--- src/rtl/pec_pkg.sv ---
// Package for the page entry cache.
// Holds the fixed field widths of a translation tag and the shape of the tag.
// Assumes a 7-bit page number and a 16-bit page table entry as defaults.
package pec_pkg;

    localparam int PEC_VPN_W  = 7;
    localparam int PEC_DATA_W = 16;
    localparam int PEC_TAG_W  = PEC_VPN_W + 1;

    // Tag as stored: mode bit above the virtual page number.
    typedef struct packed {
        logic                 exec;
        logic [PEC_VPN_W-1:0] vpn;
    } pec_tag_t;

    // Assemble a tag from its mode bit and page number.
    function automatic pec_tag_t pec_make_tag(input logic exec, input logic [PEC_VPN_W-1:0] vpn);
        pec_tag_t t;
        t.exec = exec;
        t.vpn  = vpn;
        return t;
    endfunction

endpackage

--- src/rtl/pec_tag_store.sv ---
// Entry store for the page entry cache.
// Keeps a valid bit, a tag and a data word for each slot. It compares two
// tags (lookup and fill) against all slots in parallel and returns the data
// and index of the lookup match.
// Assumes that at most one valid slot holds any tag, which the victim
// selection guarantees. Assumes wr_en is already suppressed by flush.
module pec_tag_store #(
    parameter  int ENTRIES = 8,
    parameter  int TAG_W   = 8,
    parameter  int DATA_W  = 16,
    localparam int IW      = (ENTRIES > 1) ? $clog2(ENTRIES) : 1
) (
    input  logic               clk,
    input  logic               rst_n,
    input  logic               flush,
    input  logic               wr_en,
    input  logic [IW-1:0]      wr_idx,
    input  logic [TAG_W-1:0]   wr_tag,
    input  logic [DATA_W-1:0]  wr_data,
    input  logic [TAG_W-1:0]   lk_tag,
    input  logic [TAG_W-1:0]   fl_tag,
    output logic [ENTRIES-1:0] valid_vec,
    output logic [ENTRIES-1:0] lk_match,
    output logic [ENTRIES-1:0] fl_match,
    output logic [DATA_W-1:0]  rd_data,
    output logic [IW-1:0]      rd_idx
);

    logic [ENTRIES-1:0] valid_q;
    logic [TAG_W-1:0]   tag_q  [ENTRIES];
    logic [DATA_W-1:0]  data_q [ENTRIES];

    // Valid bits: cleared by reset or flush, set by a write to the slot.
    always_ff @(posedge clk) begin
        if (!rst_n || flush) begin
            valid_q <= '0;
        end else if (wr_en) begin
            valid_q[wr_idx] <= 1'b1;
        end
    end

    // Tag and data payload: written in place, no reset needed.
    always_ff @(posedge clk) begin
        if (wr_en) begin
            tag_q[wr_idx]  <= wr_tag;
            data_q[wr_idx] <= wr_data;
        end
    end

    // Parallel comparators, one pair per slot.
    generate
        for (genvar g = 0; g < ENTRIES; g++) begin : g_cmp
            assign lk_match[g] = valid_q[g] && (tag_q[g] == lk_tag);
            assign fl_match[g] = valid_q[g] && (tag_q[g] == fl_tag);
        end
    endgenerate

    // Read mux: OR of the (at most one) matching slot's data and index.
    always_comb begin
        rd_data = '0;
        rd_idx  = '0;
        for (int i = 0; i < ENTRIES; i++) begin
            if (lk_match[i]) begin
                rd_data = rd_data | data_q[i];
                rd_idx  = rd_idx | IW'(i);
            end
        end
    end

    assign valid_vec = valid_q;

endmodule

--- src/rtl/pec_recency.sv ---
// Recency tracker for the page entry cache.
// Each slot carries an age. The ages always form a permutation of
// 0..ENTRIES-1; 0 is the most recent, ENTRIES-1 the least recent. Touching a
// slot sets its age to 0 and ages every slot that was younger than it.
// Assumes touch_idx is below ENTRIES whenever touch is high.
module pec_recency #(
    parameter  int ENTRIES = 8,
    localparam int IW      = (ENTRIES > 1) ? $clog2(ENTRIES) : 1
) (
    input  logic          clk,
    input  logic          rst_n,
    input  logic          touch,
    input  logic [IW-1:0] touch_idx,
    output logic [IW-1:0] lru_idx
);

    logic [IW-1:0] age_q [ENTRIES];
    logic [IW-1:0] touched_age;

    // Age of the slot being touched, selected without indexing past ENTRIES.
    always_comb begin
        touched_age = '0;
        for (int i = 0; i < ENTRIES; i++) begin
            if (touch_idx == IW'(i)) touched_age = age_q[i];
        end
    end

    // Age update: the reset permutation is the identity, then move-to-front.
    always_ff @(posedge clk) begin
        if (!rst_n) begin
            for (int i = 0; i < ENTRIES; i++) age_q[i] <= IW'(i);
        end else if (touch) begin
            for (int i = 0; i < ENTRIES; i++) begin
                if (touch_idx == IW'(i)) begin
                    age_q[i] <= '0;
                end else if (age_q[i] < touched_age) begin
                    age_q[i] <= age_q[i] + 1'b1;
                end
            end
        end
    end

    // Oldest slot: the one whose age is ENTRIES-1.
    always_comb begin
        lru_idx = '0;
        for (int i = 0; i < ENTRIES; i++) begin
            if (age_q[i] == IW'(ENTRIES - 1)) lru_idx = IW'(i);
        end
    end

endmodule

--- src/rtl/pec_victim.sv ---
// Fill slot selection for the page entry cache.
// Priority: the slot already holding the fill tag, then the lowest-numbered
// free slot, then the least recently used slot.
// Assumes fl_match has at most one bit set.
module pec_victim #(
    parameter  int ENTRIES = 8,
    localparam int IW      = (ENTRIES > 1) ? $clog2(ENTRIES) : 1
) (
    input  logic [ENTRIES-1:0] valid_vec,
    input  logic [ENTRIES-1:0] fl_match,
    input  logic [IW-1:0]      lru_idx,
    output logic [IW-1:0]      wr_idx
);

    // Select the write slot according to the priority above.
    always_comb begin
        wr_idx = lru_idx;
        for (int i = ENTRIES - 1; i >= 0; i--) begin
            if (!valid_vec[i]) wr_idx = IW'(i);
        end
        for (int i = 0; i < ENTRIES; i++) begin
            if (fl_match[i]) wr_idx = IW'(i);
        end
    end

endmodule

--- src/rtl/page_entry_cache.sv ---
// Page entry cache top.
// It answers a lookup of {mode, page} combinationally, accepts one fill per
// cycle and is cleared by a flush pulse that overrides a fill in the same cycle.
// Recency is updated by an accepted fill, or else by a lookup hit.
// Assumes the refill logic never fills during reset.
module page_entry_cache #(
    parameter  int ENTRIES = 8,
    parameter  int DATA_W  = pec_pkg::PEC_DATA_W,
    localparam int VPN_W   = pec_pkg::PEC_VPN_W,
    localparam int TAG_W   = pec_pkg::PEC_TAG_W,
    localparam int IW      = (ENTRIES > 1) ? $clog2(ENTRIES) : 1
) (
    input  logic              clk,
    input  logic              rst_n,
    input  logic              lk_valid,
    input  logic [VPN_W-1:0]  lk_vpn,
    input  logic              lk_exec,
    output logic              hit,
    output logic              miss,
    output logic [DATA_W-1:0] hit_data,
    input  logic              fill_valid,
    input  logic [VPN_W-1:0]  fill_vpn,
    input  logic              fill_exec,
    input  logic [DATA_W-1:0] fill_data,
    input  logic              flush
);

    import pec_pkg::*;

    pec_tag_t           lk_tag;
    pec_tag_t           fl_tag;
    logic [ENTRIES-1:0] valid_vec;
    logic [ENTRIES-1:0] lk_match;
    logic [ENTRIES-1:0] fl_match;
    logic [DATA_W-1:0]  rd_data;
    logic [IW-1:0]      rd_idx;
    logic [IW-1:0]      lru_idx;
    logic [IW-1:0]      wr_idx;
    logic               fill_ok;
    logic               any_match;
    logic               touch;
    logic [IW-1:0]      touch_idx;

    assign lk_tag = pec_make_tag(lk_exec, lk_vpn);
    assign fl_tag = pec_make_tag(fill_exec, fill_vpn);

    // A fill is accepted only when no flush is requested.
    assign fill_ok   = fill_valid && !flush;
    assign any_match = |lk_match;

    // Lookup outputs, combinational from current state.
    always_comb begin
        hit      = lk_valid && any_match;
        miss     = lk_valid && !any_match;
        hit_data = hit ? rd_data : '0;
    end

    // Recency touch: an accepted fill has precedence over a lookup hit.
    always_comb begin
        touch     = fill_ok || (lk_valid && any_match && !flush);
        touch_idx = fill_ok ? wr_idx : rd_idx;
    end

    pec_tag_store #(
        .ENTRIES (ENTRIES),
        .TAG_W   (TAG_W),
        .DATA_W  (DATA_W)
    ) u_store (
        .clk       (clk),
        .rst_n     (rst_n),
        .flush     (flush),
        .wr_en     (fill_ok),
        .wr_idx    (wr_idx),
        .wr_tag    (fl_tag),
        .wr_data   (fill_data),
        .lk_tag    (lk_tag),
        .fl_tag    (fl_tag),
        .valid_vec (valid_vec),
        .lk_match  (lk_match),
        .fl_match  (fl_match),
        .rd_data   (rd_data),
        .rd_idx    (rd_idx)
    );

    pec_recency #(
        .ENTRIES (ENTRIES)
    ) u_recency (
        .clk       (clk),
        .rst_n     (rst_n),
        .touch     (touch),
        .touch_idx (touch_idx),
        .lru_idx   (lru_idx)
    );

    pec_victim #(
        .ENTRIES (ENTRIES)
    ) u_victim (
        .valid_vec (valid_vec),
        .fl_match  (fl_match),
        .lru_idx   (lru_idx),
        .wr_idx    (wr_idx)
    );

endmodule

--- config.mk ---
export PLATFORM = sky130hd
export DESIGN_NAME = page_entry_cache
export DESIGN_NICKNAME = d
export VERILOG_FILES = /design/src/rtl/pec_pkg.sv /design/src/rtl/pec_tag_store.sv /design/src/rtl/pec_recency.sv /design/src/rtl/pec_victim.sv /design/src/rtl/page_entry_cache.sv
export SDC_FILE = /design/constraint.sdc
export NUM_CORES = 1
export LEC_CHECK = 0
export BUFFER_PORTS_ARGS = -buffer_cell sky130_fd_sc_hd__buf_2
export CAP_MARGIN = 10
export CORE_MARGIN = 1
export CORE_UTILIZATION = 50
export DETAILED_ROUTE_END_ITERATION = 10
export GPL_ROUTABILITY_DRIVEN = 0
export PLACE_DENSITY = 0.71
export SYNTH_ARGS = -nofsm -noshare
export SYNTH_HDL_FRONTEND = slang
export SYNTH_SLANG_ARGS = --single-unit
--- constraint.sdc ---
create_clock -name clk -period 4.45 [get_ports clk]
set_clock_uncertainty 0.1 [all_clocks]
set_input_delay 0.2225 -clock clk [delete_from_list [all_inputs] [get_ports clk]]
set_output_delay 0.2225 -clock clk [all_outputs]
set_load 0.005 [all_outputs]
; After elaboration in Yosys (flattened, before gate mapping)
; Memory sizes are Yosys's and may differ from the RTL's.
; Cells that the tools add are included.
[word_totals]
regBits = 8
ramBits = 216
inputBits = 37
out_inout_bits = 18
elab_cells = 245
n_memories = 3
[classes]
n_addsub = 8
magnitude_cmp = 10
n_eq_ne = 30
n_mux = 141
bitwise_logic = 24
reduce_logical = 28
[memory_table]
columns = name, depth, word_bits, rd, rd_ports_with_merged_regs, wr, line_no
row1 = u_store.data_q, 8, 16, 8, 0, 1, pec_tag_store.sv:31  ; logic [DATA_W-1:0] data_q [ENTRIES];
row2 = u_store.tag_q, 8, 8, 8, 0, 1, pec_tag_store.sv:30  ; logic [TAG_W-1:0] tag_q [ENTRIES];
row3 = u_recency.age_q, 8, 3, 8, 0, 8, pec_recency.sv:17  ; logic [IW-1:0] age_q [ENTRIES];
[ops]
columns = op, count
row1 = two-way mux 3 bit, 49
row2 = two-way mux 16 bit, 9
row3 = equality test 8 bit, 16
row4 = bitwise OR 16 bit, 7
row5 = two-way mux 1 bit, 78
row6 = equality test 3 bit (second input constant), 11
row7 = adder 3 x 1 -> 3 bit (second input constant), 8
row8 = < comparator 3 bit, 8
row9 = logical AND 1 bit, 21
row10 = bitwise OR 1 bit, 16
row11 = two-way mux 2 bit, 4
row12 = bitwise OR 8 bit, 1
row13 = OR reduction 8 bit, 1
row14 = equality test 3 x 2 -> 1 bit (second input constant), 2
row15 = < comparator 3 x 4 -> 1 bit (second input constant), 1
row16 = demux 1 bit (select 3 bit), 1
row17 = equality test 3 x 1 -> 1 bit (second input constant), 1
row18 = >= comparator 3 x 1 -> 1 bit (second input constant), 1
row19 = logical NOT 1 bit, 3
row20 = logical NOT 3 bit, 1
row21 = logical OR 1 bit, 2

; Logic depth before layout (Yosys ltp)
; Gate-level depths: netlist (run 1).
; An unclocked memory read counts as a cell.
[logic_depth]
word_depth = 42
depth_mapped = 19
mapped_depth_nobuf = 18

; Modules after synthesis
; Synthesis (run 1) repeated with hierarchy kept, for this count alone.
[hier_totals]
cells_unflattened = 896
area_unflattened_um2 = 11312.1
[modules_own_cells]
columns = module, n_inst, cells_per_inst, area_each_um2, seq_area_each_um2
row1 = pec_tag_store, 1, 622, 8861.0, 5925.7
row2 = pec_recency, 1, 223, 2089.5, 720.7
row3 = page_entry_cache, 1, 27, 203.9, 0.0
row4 = pec_victim, 1, 24, 157.7, 0.0

; Worst setup path before layout (run 1)
; Ideal clock, no wire load.
[synth_path]
kind = flip-flop to flip-flop
from = mem u_recency.age_q[1][4] (netlist bit)
to = mem u_recency.age_q[1][10] (netlist bit) (enable)
setup_ns = 0.334
arrival_time_ns = 4.215
required_ns = 4.016
slack_ns = -0.198
stages_incl_launch_ff = 18
n_path_buf = 1
synth_period_minus_slack_ns = 4.648
cell_sequence = edfxtp_1 ha_1 ha_1 o311ai_0 a41oi_1 o21ai_0 a21oi_2 nor4_2 or2_0 buf_6 nor2_1 a32o_1 a221o_1 a221oi_1 ha_1 o31ai_1 a21oi_1 o211ai_1
[synth_lines]
columns = item, line_no
row1 = "start, declared", pec_recency.sv:17

==> metrics, run 1 <==
Core Area=around 22000 µm²; initial DRC count=around 620; total wire length=approximately 28000 µm; H-tree depth=1; sequential cell area=between 6000 and 7000 µm²; Sw Pwr=between 1 and 1.5 mW; die span in y=around 150 µm; fin crit share=96.3%; Worst setup SP type=register; CTS buffer count=23; initial antenna violation count=1; largest net degree at the start of global routing=26; status=complete, no violations; clock share of power=between 30% and 40%; # DRC=0; ys flop type=edfxtp_1; Sw Ratio=between 20% and 30%; Final min period=4.28 ns; CP endpoint kind=register; critical path cell sequence=ha_1, ha_1, o31ai_1, a31oi_1, nor4b_2, buf_4, o21ai_4, a21oi_4, nor2_2, nand2_1, inv_1, a221o_1, a221oi_2, buf_4, ha_1, nor3_1, o21ai_0, o41a_1; Pre-Repair DR Iteration Count=5; Slowest-stage cell, CP=edfxtp_1; Clock Latency Late Sink=around 0.52 ns; DIE AREA=about 23000 µm²; Reg2Reg Depth=18; number of flops mapped to enable cells by yosys=~220; wire per inst=22.5 µm; Worst-path clk slew=0.07 ns; ys async rst share=0%; CTS max path bufs=3; max-slew violation count=0; FMAX=around 0.23 GHz; worst reg2reg startpoint=u_recency.age_q[1][1]; CP max FO=5; CP Launch Point=u_recency.age_q[1][1]; Comb pwr share=roughly 11%; Slew @ Worst Pin=between 0.6 and 0.7 ns; Initial Util=between 50% and 60%; PD cells=between 300 and 400 nW/µm²; slowest cell delay on critical path=~0.46 ns; CP arrival=between 4 and 5 ns; Clock Sinks=224; Total GRT Usage=approximately 25%; post-synth cell types=85; global-route wire length before repair=43200 µm; CP dominant cell by count=ha_1; Die X-Extent=between 150 and 200 µm; number of I/O pins=55; Remaining Overflow, GRT=0; multi-input gate area in the final layout=4300 µm²; Final HPWL DP=approximately 18000 µm; CTS tree=done; vias after detailed routing=7651; endpoint of the worst register-to-register path=u_recency.age_q[1][2]; sequential share of the synthesized area=roughly 60%; syn_area_per_cell=13.5 µm²; final design utilization=around three fifths; Final #Nets=roughly 1000; MaxCap Viol Count=0; number of fillers in the final layout=roughly 1700; Reg power frac=50.0%; Final Instance Area=roughly 13000 µm²; Mapped Nets=between 800 and 900; kind of critical path=reg -> reg; synth warn=0; Post-DP Area=roughly 12000 µm²; post-synthesis register bit count=224; Slew HR=roughly 54%; clk root buf=clkbuf_16; CP Data Required Time=4.61 ns; Worst R2R Setup Slack=0.17 ns; Port-buffer cells=54; Layout Area Growth over Synthesis=18.1%; Final Setup Violations=0; hold crit path type=in -> reg; Cell Int Power=3.64 mW; row count=54; Fin. Hold Viols=0; final antenna-violating net count=0; share of cells above drive strength 1=between 20% and 30%; crit path capture=u_recency.age_q[1][2]; Leak=approximately 4.3 nW; vias in the first global route=around 7700; Via density=just over 6; peak supply drop=0.459 mV; Post-Synthesis Cells=820; mapped cell area=11100 µm²
==> area by class of cell <==
cell class,instances,area share (%)
flip-flops and latches,224,50.9
multi-input cells,543,32.9
repair buffers,135,7.39
clock buffers,28,4.55
well taps,280,2.68
clock inverters,13,0.919
inverters,22,0.632
diodes,1,0.0192
==> cells in the mapped netlist, types with 6 or more instances <==
master / number / area share (%)
a41oi_1: 6 / 0.47
dfxtp_1: 8 / 1.4
nand3_1: 23 / 1.0
nand2_1: 36 / 1.2
nor3_1: 15 / 0.68
inv_1: 22 / 0.75
ha_1: 23 / 2.6
xor2_1: 22 / 1.7
edfxtp_1: 216 / 59
or3_1: 6 / 0.34
a21oi_1: 10 / 0.45
nor2_1: 46 / 1.6
buf_4: 12 / 0.81
nor4_1: 7 / 0.40
nand4_1: 19 / 1.1
o21ai_0: 18 / 0.81
a22o_1: 17 / 1.3
clkbuf_1: 12 / 0.41
a221oi_1: 16 / 1.3
a31oi_1: 18 / 1.0
a22oi_1: 32 / 2.2
xnor2_1: 105 / 8.3
==> cells by family (layout without fill, tap and decap cells) <==
kind of cell    Yosys count  count (layout)  share of synthesized area (%)
flops                   224             224                           60.1
simple gates            201             201                           10.5
compound gates          182             182                           13.1
xor+xnor                129             129                           10.3
buf+inv                  53             198                           2.57
fa+ha+maj                29              29                           3.20
mux                       2               2                          0.181
other cells               0               1                              0
==> per-layer routing <==
layer	share of wire, %	global-route usage, %	vias up
met4	2.7	9.40	2
met2	49	42.9	308
li1	-	-	3476
met3	6.8	3.31	61
met5	0.046	0	-
met1	41	33.5	3804
==> worst min path at each step <==
| stage | from | end | depth (start not counted) |
|---|---|---|---|
| floorplan | fill_data[0] | u_store.data_q[0][0] | 0 |
| global placement | u_store.valid_vec[0] | u_store.valid_vec[0] | 1 |
| detailed placement | u_store.valid_vec[0] | u_store.valid_vec[0] | 1 |
| CTS | flush | u_store.valid_vec[4] | 3 |
| global route | fill_exec | u_store.tag_q[0][7] | 1 |
| finish | flush | u_store.valid_vec[4] | 3 |
==> critical path, delay by kind of cell, from the launching register on <==
family | cells | cell delay (ns)
AO/OA/AOI/OAI | 8 | 1.56
adder cells (fa/ha/maj) | 3 | 0.76
buffers and inverters | 3 | 0.47
flip-flops | 1 | 0.46
AND/OR/NAND/NOR | 4 | 0.68
==> power by group through the flow <==
stage	registers [mW]	clock network [mW]	logic, mW
after global placement	2.41	0	0.466
after floorplan	2.41	0	0.319
final	2.37	1.84	0.530
after global routing	2.38	1.93	0.578
after CTS	2.37	1.87	0.494
after detailed placement	2.42	0	0.476
==> repair_timing <==
item,in CTS,in global routing
endpoints found under the hold margin,138,0
hold buffers,20,0
gates resized for setup,1,26
cloned,0,0
setup buffers,0,4
setup endpoints to repair,3,44
pin swaps,0,6
==> cell usage in the layout, fill, tap and decap left out, drive strengths merged, types with 4 or more instances in the layout <==
cell / instances
nand3: 24
and3: 4
ha: 23
nand2: 36
nor3: 21
nor2b: 5
nor4: 12
buf: 115
nor2: 47
o21a: 5
a21oi: 12
a22oi: 32
or2: 5
o21ai: 22
o31ai: 4
xor2: 22
a31oi: 18
clkbuf: 28
xnor2: 107
nand4: 20
dfxtp: 8
o211ai: 4
a2111oi: 4
or4: 5
a22o: 17
dlygate4sd3: 20
o41a: 4
a41oi: 6
maj3: 6
or3: 6
a221oi: 16
inv: 24
clkinv: 8
nand2b: 5
edfxtp: 216
==> stage by stage <==
step / hold WS (ns) / setup TNS, ns / power [mW] / worst slack, ns / std cells
2_1_floorplan: 0.221 / 0 / 2.73 / 0.0754 / 820
3_3_place_gp: 0.372 / 0 / 2.88 / 0.0345 / 1180
3_5_place_dp: 0.377 / -0.0538 / 2.89 / -0.0179 / 1180
4_1_cts: 0.0244 / 0 / 4.73 / 0.000942 / 1241
5_1_grt: 0.0455 / -0.159 / 4.89 / -0.0386 / 1245
6_report: 0.0289 / 0 / 4.75 / 0.165 / 1246
==> registers in the layout, indices dropped and copies added (netlist names) <==
register and cells:
u_store.valid_vec 8, u_store.tag_q 64, u_store.data_q 128, u_recency.age_q 24
No activity file was read; power rests on OpenSTA's default activity.
==> inputs of run 2 (changes only) <==
--- a/config.mk
+++ b/config.mk
@@ -5,7 +5,8 @@
 export SDC_FILE = /design/constraint.sdc
 export NUM_CORES = 1
 export LEC_CHECK = 0
-export BUFFER_PORTS_ARGS = -buffer_cell sky130_fd_sc_hd__buf_2
+export ABC_CLOCK_PERIOD_IN_PS = 4450
+export BUFFER_PORTS_ARGS = -buffer_cell sky130_fd_sc_hd__buf_4
 export CAP_MARGIN = 10
 export CORE_MARGIN = 1
 export CORE_UTILIZATION = 50
==> metrics, run 2 (synthesis results as in run 1) <==
status=complete, no violations (unchanged); share of cells above drive strength 1=21.0% (was 22.3%); clock share of power=38.4% (was 38.8%); Sw Pwr=1.12 mW (was 1.10 mW); Worst R2R Setup Slack=0.14 ns (was 0.17 ns); hold crit path type=in -> reg (unchanged); Final HPWL DP=18000 µm (was 18200 µm); max-slew violation count=0 (unchanged); worst hold endpoint=u_store.tag_q[5][3] (was u_store.valid_vec[4]); Worst setup SP type=register (unchanged); Biggest register=u_store.data_q (unchanged); overall power=4.71 mW (was 4.75 mW); Leak=4.23 nW (was 4.26 nW); peak supply drop=0.389 mV (was 0.459 mV); die span in y=151 µm (unchanged); Layout Area Growth over Synthesis=18.2% (was 18.1%); final antenna-violating net count=0 (unchanged); CP endpoint kind=register (unchanged); fin cells=1238 (was 1246); Remaining Overflow, GRT=0 (unchanged); Comb pwr share=11.3% (was 11.2%); row count=54 (unchanged); Slew @ Worst Pin=0.977 ns (was 0.691 ns); DIE AREA=22700 µm² (unchanged); wire per inst=22.7 µm (was 22.5 µm); CTS max path bufs=3 (unchanged); biggest regs=u_store.data_q: 128 flops, u_store.tag_q: 64 flops, u_recency.age_q: 24 flops (unchanged); kind of critical path=reg -> reg (unchanged); Sw Ratio=23.7% (was 23.3%); Port-buffer cells=54 (unchanged); Slew HR=34.8% (was 53.9%); Clock Latency Late Sink=0.51 ns (was 0.52 ns); fin crit share=96.8% (was 96.3%); commonest non-fill, non-tap cell in the layout=edfxtp_1 (unchanged); Initial Util=50.9% (unchanged); Reg power frac=50.4% (was 50.0%); CP Data Required Time=4.60 ns (was 4.61 ns); vias after detailed routing=7654 (was 7651); Largest register FFs=128 (unchanged); H-tree depth=1 (unchanged); largest net degree at the start of global routing=26 (unchanged); initial DRC count=564 (was 624); Final Setup Violations=0 (unchanged); CP max FO=6 (was 5); number of I/O pins=55 (unchanged); global-route wire length before repair=42900 µm (was 43200 µm); final design utilization=60.1% (about the same); Final #Nets=1001 (was 1009); met3 Use GR=3.58% (was 3.31%); routing usage on met2=42.2% (was 42.9%); worst reg2reg startpoint=u_recency.age_q[0][3] (was u_recency.age_q[1][1]); Final min period=4.31 ns (was 4.28 ns); total wire length=28100 µm (was 28000 µm); met1 usage=33.7% (was 33.5%); number of fillers in the final layout=1709 (was 1692); Via density=6.18 (was 6.14); pre-CTS setup slack=0.0144 ns (was -0.0179 ns); Fin. Hold Viols=0 (unchanged); PD cells=360 nW/µm² (was 363 nW/µm²); Die X-Extent=151 µm (unchanged); FMAX=0.232 GHz (was 0.233 GHz); Reg2Reg Depth=18 (unchanged); WHS Path Cells=1 (was 3); endpoint of the worst register-to-register path=u_recency.age_q[0][10] (was u_recency.age_q[1][2]); ant diodes=0 (was 1); Core Area=21800 µm² (unchanged); most frequent cells in the layout=edfxtp_1 (216), xnor2_1 (105), buf_4 (103) (was edfxtp_1 (216), xnor2_1 (105), buf_4 (58)); setup TNS=0 ns (unchanged); Final Instance Area=13100 µm² (about the same); CTS buffer count=23 (unchanged); Total GRT Usage=25.1% (was 25.4%); Post-DP Area=12000 µm² (about the same); vias in the first global route=7528 (was 7733); initial antenna violation count=0 (was 1); Hold WS=0.00288 ns (was 0.0289 ns); hold path start=fill_vpn[3] (was flush); Worst-path clk slew=0.06 ns (was 0.07 ns); Final WS setup=0.144 ns (was 0.165 ns); Cell Int Power=3.59 mW (was 3.64 mW); # DRC=0 (unchanged); MaxCap Viol Count=0 (unchanged); Cells after DPL=1170 (was 1180); CP arrival=4.45 ns (was 4.44 ns); Pre-Repair DR Iteration Count=5 (unchanged); clk root buf=clkbuf_16 (unchanged); CTS tree=done (unchanged); busiest grt layer=met2 (unchanged); Clock Sinks=224 (unchanged)
-- run 2: changes by cell type in the layout (fill, tap and decap cells not counted), moves of 2 or more --
cell / previous run / this run
buf_2: 54 / 0
clkbuf_1: 5 / 7
buf_4: 58 / 103
ha_2: 2 / 0
-- run 2: timing repair --
item | CTS | global route
resized for setup | 0 | 19
hold buffers | 20 | 0
hold endpoints to repair | 150 | 0
endpoints found under the setup margin | 0 | 39
setup buffers | 0 | 6
-- run 2: metal layers --
metal | wire, µm | vias to the layer above
met5 | 0 | -
met2 | 13600 | 353
met1 | 11700 | 3762
met3 | 1960 | 84
met4 | 777 | 0
li1 | - | 3455
-- run 2: area by class of cell --
| class | count | area (µm²) | share of cell area [%] |
|---|---|---|---|
| flip-flops and latches | 224 | 6650 | 50.8 |
| clock buffers | 30 | 602 | 4.60 |
| clock inverters | 12 | 95.1 | 0.727 |
| well taps | 280 | 350 | 2.68 |
| multi-input cells | 543 | 4260 | 32.6 |
| repair buffers | 127 | 1040 | 7.99 |
| inverters | 22 | 82.6 | 0.631 |
-- run 2: worst max-delay path by stage --
stage                           startpoint                     end  depth (start not counted)
global route         u_recency.age_q[1][0]  u_recency.age_q[0][10]                         18
CTS                  u_recency.age_q[0][3]   u_recency.age_q[0][1]                         18
detailed placement   u_recency.age_q[0][3]   u_recency.age_q[0][1]                         18
global placement    u_recency.age_q[0][10]   u_recency.age_q[1][2]                         17
finish               u_recency.age_q[0][3]  u_recency.age_q[0][10]                         18
floorplan            u_recency.age_q[1][4]  u_recency.age_q[1][10]                         17
-- run 2: power by group through the flow --
stage | Combinational, mW | Clock [mW] | Sequential [mW]
after floorplan | 0.319 | 0 | 2.41
after global placement | 0.471 | 0 | 2.41
after detailed placement | 0.477 | 0 | 2.42
after CTS | 0.495 | 1.83 | 2.37
after global routing | 0.573 | 1.90 | 2.37
final | 0.530 | 1.81 | 2.37
-- run 2: critical path, stage by stage, from the launching register on --
cell and delay [ns]:
edfxtp_1 0.42, ha_1 0.22, ha_1 0.19, nor2b_1 0.13, o311ai_1 0.25, a41oi_1 0.15
o21ai_1 0.18, a21oi_2 0.09, nor4_2 0.29, or2_1 0.16, nor2_1 0.06, a32o_1 0.26
a221o_1 0.26, a221oi_2 0.31, buf_6 0.22, ha_1 0.30, nor3_1 0.22, o21ai_0 0.10
o41a_1 0.12
